<file path="src/rtl/bl_pkg.sv">
package bl_pkg;

  typedef enum logic [0:0] {
    SEQ_IDLE = 1'b0,
    SEQ_BUSY = 1'b1
  } seq_state_e;

  // Counter width able to hold values 0 .. n-1
  function automatic int unsigned cnt_width(input int unsigned n);
    return (n > 1) ? $clog2(n) : 1;
  endfunction

endpackage

</file>
<file path="src/rtl/bl_rst_sync.sv">
module bl_rst_sync #(
  parameter int unsigned STAGES = 2
) (
  input  logic clk,
  input  logic arst_n,
  output logic rst_sync_n
);

  logic [STAGES-1:0] sync_q;

  generate
    if (STAGES == 1) begin : g_single
      always_ff @(posedge clk or negedge arst_n) begin
        if (!arst_n) sync_q <= '0;
        else         sync_q <= 1'b1;
      end
    end else begin : g_chain
      always_ff @(posedge clk or negedge arst_n) begin
        if (!arst_n) sync_q <= '0;
        else         sync_q <= {sync_q[STAGES-2:0], 1'b1};
      end
    end
  endgenerate

  assign rst_sync_n = sync_q[STAGES-1];

endmodule

</file>
<file path="src/rtl/bl_interval_timer.sv">
module bl_interval_timer
  import bl_pkg::*;
#(
  parameter int unsigned INTERVAL_TICKS = 86400
) (
  input  logic clk,
  input  logic rst_n,
  input  logic supply_ok,
  input  logic restart,
  input  logic tick,
  output logic expire
);

  localparam int unsigned CW = cnt_width(INTERVAL_TICKS);
  localparam logic [CW-1:0] LAST = CW'(INTERVAL_TICKS - 1);

  logic [CW-1:0] cnt_q, cnt_d;
  logic          cnt_en;
  logic          at_last;

  assign at_last = (cnt_q == LAST);

  always_comb begin
    cnt_en = 1'b0;
    cnt_d  = cnt_q;
    expire = 1'b0;
    if (!supply_ok || restart) begin
      cnt_en = 1'b1;
      cnt_d  = '0;
    end else if (tick) begin
      cnt_en = 1'b1;
      if (at_last) begin
        cnt_d  = '0;
        expire = 1'b1;
      end else begin
        cnt_d  = cnt_q + 1'b1;
      end
    end
  end

  always_ff @(posedge clk or negedge rst_n) begin
    if (!rst_n)      cnt_q <= '0;
    else if (cnt_en) cnt_q <= cnt_d;
  end

endmodule

</file>
<file path="src/rtl/bl_check_seq.sv">
module bl_check_seq
  import bl_pkg::*;
#(
  parameter int unsigned SETTLE_CYCLES = 8
) (
  input  logic clk,
  input  logic rst_n,
  input  logic supply_ok,
  input  logic start,
  output logic busy,
  output logic cmp_req,
  output logic sample_now
);

  localparam int unsigned SW = cnt_width(SETTLE_CYCLES);
  localparam logic [SW-1:0] LAST = SW'(SETTLE_CYCLES - 1);

  seq_state_e    state_q, state_d;
  logic [SW-1:0] scnt_q, scnt_d;
  logic          scnt_en;

  always_comb begin
    state_d    = state_q;
    scnt_d     = scnt_q;
    scnt_en    = 1'b0;
    sample_now = 1'b0;
    case (state_q)
      SEQ_IDLE: begin
        if (start) begin
          state_d = SEQ_BUSY;
          scnt_d  = '0;
          scnt_en = 1'b1;
        end
      end
      SEQ_BUSY: begin
        if (!supply_ok) begin
          state_d = SEQ_IDLE;
        end else if (scnt_q == LAST) begin
          state_d    = SEQ_IDLE;
          sample_now = 1'b1;
        end else begin
          scnt_d  = scnt_q + 1'b1;
          scnt_en = 1'b1;
        end
      end
      default: state_d = SEQ_IDLE;
    endcase
  end

  always_ff @(posedge clk or negedge rst_n) begin
    if (!rst_n) begin
      state_q <= SEQ_IDLE;
      scnt_q  <= '0;
    end else begin
      state_q <= state_d;
      if (scnt_en) scnt_q <= scnt_d;
    end
  end

  assign busy    = (state_q == SEQ_BUSY);
  assign cmp_req = busy & supply_ok;

endmodule

</file>
<file path="src/rtl/bl_flag_latch.sv">
module bl_flag_latch (
  input  logic clk,
  input  logic rst_n,
  input  logic load,
  input  logic value,
  output logic flag
);

  logic flag_q, flag_d;

  always_comb begin
    flag_d = flag_q;
    if (load) flag_d = value;
  end

  always_ff @(posedge clk or negedge rst_n) begin
    if (!rst_n)    flag_q <= 1'b0;
    else if (load) flag_q <= flag_d;
  end

  assign flag = flag_q;

endmodule

</file>
<file path="src/rtl/batt_low_monitor.sv">
module batt_low_monitor #(
  parameter int unsigned INTERVAL_TICKS = 86400,
  parameter int unsigned SETTLE_CYCLES  = 8,
  parameter int unsigned RST_STAGES     = 2
) (
  input  logic clk,
  input  logic rst_n,
  input  logic supply_ok,
  input  logic tick,
  input  logic batt_below,
  output logic cmp_req,
  output logic bl_drive_low
);

  logic rst_sync_n;
  logic sup_q;
  logic pwr_up;
  logic expire;
  logic busy;
  logic seq_start;
  logic sample_now;

  bl_rst_sync #(.STAGES(RST_STAGES)) u_rst (
    .clk        (clk),
    .arst_n     (rst_n),
    .rst_sync_n (rst_sync_n)
  );

  // Previous supply state: a low-to-high step marks a power-up
  always_ff @(posedge clk or negedge rst_sync_n) begin
    if (!rst_sync_n) sup_q <= 1'b0;
    else             sup_q <= supply_ok;
  end

  assign pwr_up    = supply_ok & ~sup_q;
  assign seq_start = pwr_up | (expire & ~busy);

  bl_interval_timer #(.INTERVAL_TICKS(INTERVAL_TICKS)) u_timer (
    .clk       (clk),
    .rst_n     (rst_sync_n),
    .supply_ok (supply_ok),
    .restart   (pwr_up),
    .tick      (tick),
    .expire    (expire)
  );

  bl_check_seq #(.SETTLE_CYCLES(SETTLE_CYCLES)) u_seq (
    .clk        (clk),
    .rst_n      (rst_sync_n),
    .supply_ok  (supply_ok),
    .start      (seq_start),
    .busy       (busy),
    .cmp_req    (cmp_req),
    .sample_now (sample_now)
  );

  bl_flag_latch u_flag (
    .clk   (clk),
    .rst_n (rst_sync_n),
    .load  (sample_now),
    .value (batt_below),
    .flag  (bl_drive_low)
  );

endmodule

</file>
<file path="config.mk">
export PLATFORM = sky130hd
export DESIGN_NAME = batt_low_monitor
export DESIGN_NICKNAME = d
export VERILOG_FILES = /design/src/rtl/bl_pkg.sv /design/src/rtl/bl_rst_sync.sv /design/src/rtl/bl_interval_timer.sv /design/src/rtl/bl_check_seq.sv /design/src/rtl/bl_flag_latch.sv /design/src/rtl/batt_low_monitor.sv
export SDC_FILE = /design/constraint.sdc
export NUM_CORES = 1
export LEC_CHECK = 0
export BUFFER_PORTS_ARGS = -buffer_cell sky130_fd_sc_hd__buf_2
export CORE_ASPECT_RATIO = 0.75
export CORE_MARGIN = 8
export CORE_UTILIZATION = 50
export DETAILED_ROUTE_END_ITERATION = 7
export PLACE_DENSITY = 0.78
export SYNTH_ARGS = -nofsm -noshare
export SYNTH_HDL_FRONTEND = slang
export SYNTH_HIERARCHICAL = 1
export SYNTH_SLANG_ARGS = --single-unit
</file>
<file path="constraint.sdc">
create_clock -name clk -period 1.1 [get_ports clk]
set_input_delay 0.055 -clock clk [delete_from_list [all_inputs] [get_ports clk]]
set_output_delay 0.055 -clock clk [all_outputs]
set_load 0.005 [all_outputs]
</file>
==> impl_metrics.py <==
metrics = {
    "status": {
        "status": "finished, violations left",
        "violations": "negative setup slack",
    },
    "power": {
        "p_seq_frac": 0.541,
        "powerDensity_mw_per_mm2": 917,
        "switchingPower_uw": 503,
        "ir_drop_v": 0.000688,
        "leakage_uw": 0.000954,
        "p_comb_frac": 0.243,
        "pwr-share-clk": 0.216,
        "p_int_uw": 1370,
        "swShare": 0.269,
    },
    "synthesis": {
        "synth-seq-area-share": 0.460,
        "yosys.cell_count.top_type": "dfrtp_1",
        "synth_cells": 136,
        "synth_fa_ha_area_frac": 0.0276,
        "ys_types": 44,
        "yosysTopAreaCellShare": 0.460,
        "ys_warn_count": 6,
        "synth_compound_area_frac": 0.134,
        "synth_simple_gate_area_frac": 0.298,
        "yosys_register_bits": 25,
        "synthFlopType": "dfrtp_1",
        "synth_area_mm2": 0.00136,
        "synth.avg_cell_area_um2": 9.99,
        "synthTopCellsByArea": "dfrtp_1, nor2_1, nand2_1",
        "yosysTopAreaCell": "dfrtp_1",
        "synthMuxAreaShare": 0.0193,
        "syn_nets": 144,
        "ys_top_cells_by_count": "dfrtp_1, nor2_1, nand2_1, nand3_1",
        "async_reset_ff_frac": 1.00,
        "synth_top_family_by_area": "simple AND/OR/NAND/NOR gates",
        "synthXorXnorAreaFrac": 0.0387,
        "synth_edf_count": 0,
    },
    "sta": {
        "rsz0062_at_grt": "true",
        "maxClockFrequency_ghz": 0.566,
        "setup_ws_ps": -668,
        "hold_viol": 0,
        "fin_worst_skew_ps": 4.15,
        "setup_violations": 22,
        "maxSlewViolCount": 0,
        "period_needed_ps": 1770,
        "fin_crit_sh": 1.61,
    },
    "worst_setup_path": {
        "endpoint_kind": "flop",
        "path_class": "flop to flop",
        "crit_fanout": 3,
        "cp.required_ps": 1350,
        "worstSetupStartpointType": "flop",
        "critPathArrivalTime_ps": 2020,
    },
    "global_routing": {
        "grt_max_degree": 24,
        "antenna_found_initial": 0,
        "gr-total-overflow": 0,
        "grt_pass1_vias": 1356,
        "grt_pass1_wl_um": 6420,
        "grt_usage": 0.177,
    },
    "cts": {
        "clockBufferDepth": 2,
        "h-tree-depth": 1,
        "clk_pin_slew_worst_paths_ps": 130,
        "clock-sinks": 25,
        "insertion_delay_ps": 310,
        "cts_buffers": 3,
        "root_buffer": "clkbuf_4",
        "cts_tree": "built",
    },
    "routing": {
        "wire_per_inst_um": 17.1,
        "vias": 1353,
        "drtAntennaViolNets": 0,
        "dr.pass1.iters": 4,
        "drc": 0,
        "avgViaCountPerCell": 5.68,
        "routed_wl_um": 4060,
        "drtIter0Drc": 179,
    },
    "die": {
        "pin_count": 7,
        "die_w_um": 76.2,
        "die_y_um": 61.1,
        "start_util": 0.522,
        "die_area_mm2": 0.00466,
        "fp-row-count": 16,
        "core_area_mm2": 0.00260,
    },
    "cells_and_area": {
        "syn_to_final_growth_pct": 50.1,
        "diodes": 0,
        "num-nets-final": 211,
        "postLayoutCellArea_mm2": 0.00204,
        "post-route-util": 0.784,
        "fill_cells": 163,
        "drive_gt1_frac": 0.480,
    },
    "place": {
        "placed_area_mm2": 0.00181,
        "port_buffers": 6,
        "dp_hpwl_um": 2590,
        "routabilityCongestion": 0.844,
    },
    "run": {
        "maxCapViolCount": 0,
    },
    "hold_path": {
        "holdCritPathClass": "input pin to asynchronous set/reset pin",
    },
}
-- routing by layer --
metal,share of wire,vias to the layer above,GRT usage
met3,0.079,10,0.0423
met4,0.014,0,0.0354
met2,0.49,64,0.322
met1,0.42,650,0.211
li1,-,629,-
met5,0,-,0
-- cell usage in the layout, fill, tap and decap left out, drive strengths merged, types with 2 or more instances in the layout --
cell type / count
nor2: 14
o21ai: 5
a21o: 3
mux2: 2
o211ai: 4
and3: 2
nand4: 4
xor2: 4
or3: 3
a21oi: 5
and2: 3
nand4b: 2
nor2b: 2
buf: 61
nor3: 5
a22o: 3
nand3: 8
clkbuf: 4
dlygate4sd3: 2
dfrtp: 25
xnor2: 2
ha: 3
or3b: 4
nand2b: 2
and4: 3
nand2: 12
inv: 4
-- path summary, 6_finish.rpt --
check | slack (ps) | start | to | depth (start not counted)
max | -670 | u_timer/cnt_q[8] | u_timer/cnt_q[15] | 5
max in group asynchronous | 650 | u_rst/sync_q[1] | u_timer/cnt_q[9] | 1
min reg2reg | 220 | u_rst/sync_q[1] | u_timer/cnt_q[6] | 1
max reg2reg | -670 | u_timer/cnt_q[8] | u_timer/cnt_q[15] | 5
min in group clk | 50 | supply_ok | sup_q | 2
min | 50 | rst_n | u_rst/sync_q[1] | 2
-- worst max-delay path, stage by stage (launching register included) --
cell     delay [ps]
dfrtp_1         420
and4_4          270
nand4_4         110
or4_4           500
or3_1           310
o21ai_1          90
-- area by class of cell --
cell class	count	area, um^2	share of cell area
multi-input combinational	106	836	0.410
sequential	25	626	0.307
timing repair buffer	63	492	0.241
tap	36	45.0	0.0221
clock buffer	4	26.3	0.0129
inverter	4	15.0	0.00736
-- registers in the layout, summed over array words and instances, names as in the netlist --
signal         flops
sup_q              1
u_flag/flag        1
u_rst/sync_q       2
u_seq/busy         1
u_seq/scnt_q       3
u_timer/cnt_q     17
-- power by group through the flow --
stage	registers, uW	clock network, uW	logic [uW]
CTS	1010	429	434
detailed placement	1020	0	354
floorplan	1030	0	174
finish	1010	403	455
global route	1010	465	493
global placement	1020	0	334
-- what timing repair did --
item,4_1_cts,5_1_grt
cloned,0,0
hold buffers,2,0
endpoints found under the setup margin,22,23
setup buffers,8,3
resized for setup,20,6
pin swaps,12,12
hold endpoints to repair,3,0
-- through the flow --
stage          worst slack (ps)  TNS, ps  hold slack (ps)  total power [uW]  cells
2_1_floorplan              -583    -7370             -241              1210    136
3_3_place_gp               -574    -9150             -160              1350    221
3_5_place_dp               -647   -10260             -154              1380    221
4_1_cts                    -625    -9730             20.9              1870    235
5_1_grt                    -729   -12800             28.8              1970    238
6_report                   -668   -11370             51.1              1870    238
-- cell families after synthesis --
| logic type | Yosys count |
|---|---|
| simple gates | 69 |
| mux | 2 |
| xor+xnor | 6 |
| flops | 25 |
| other cells | 1 |
| buf+inv | 5 |
| fa+ha+maj | 3 |
| compound gates | 25 |
Note: power is estimated with default switching activity, not from simulation.
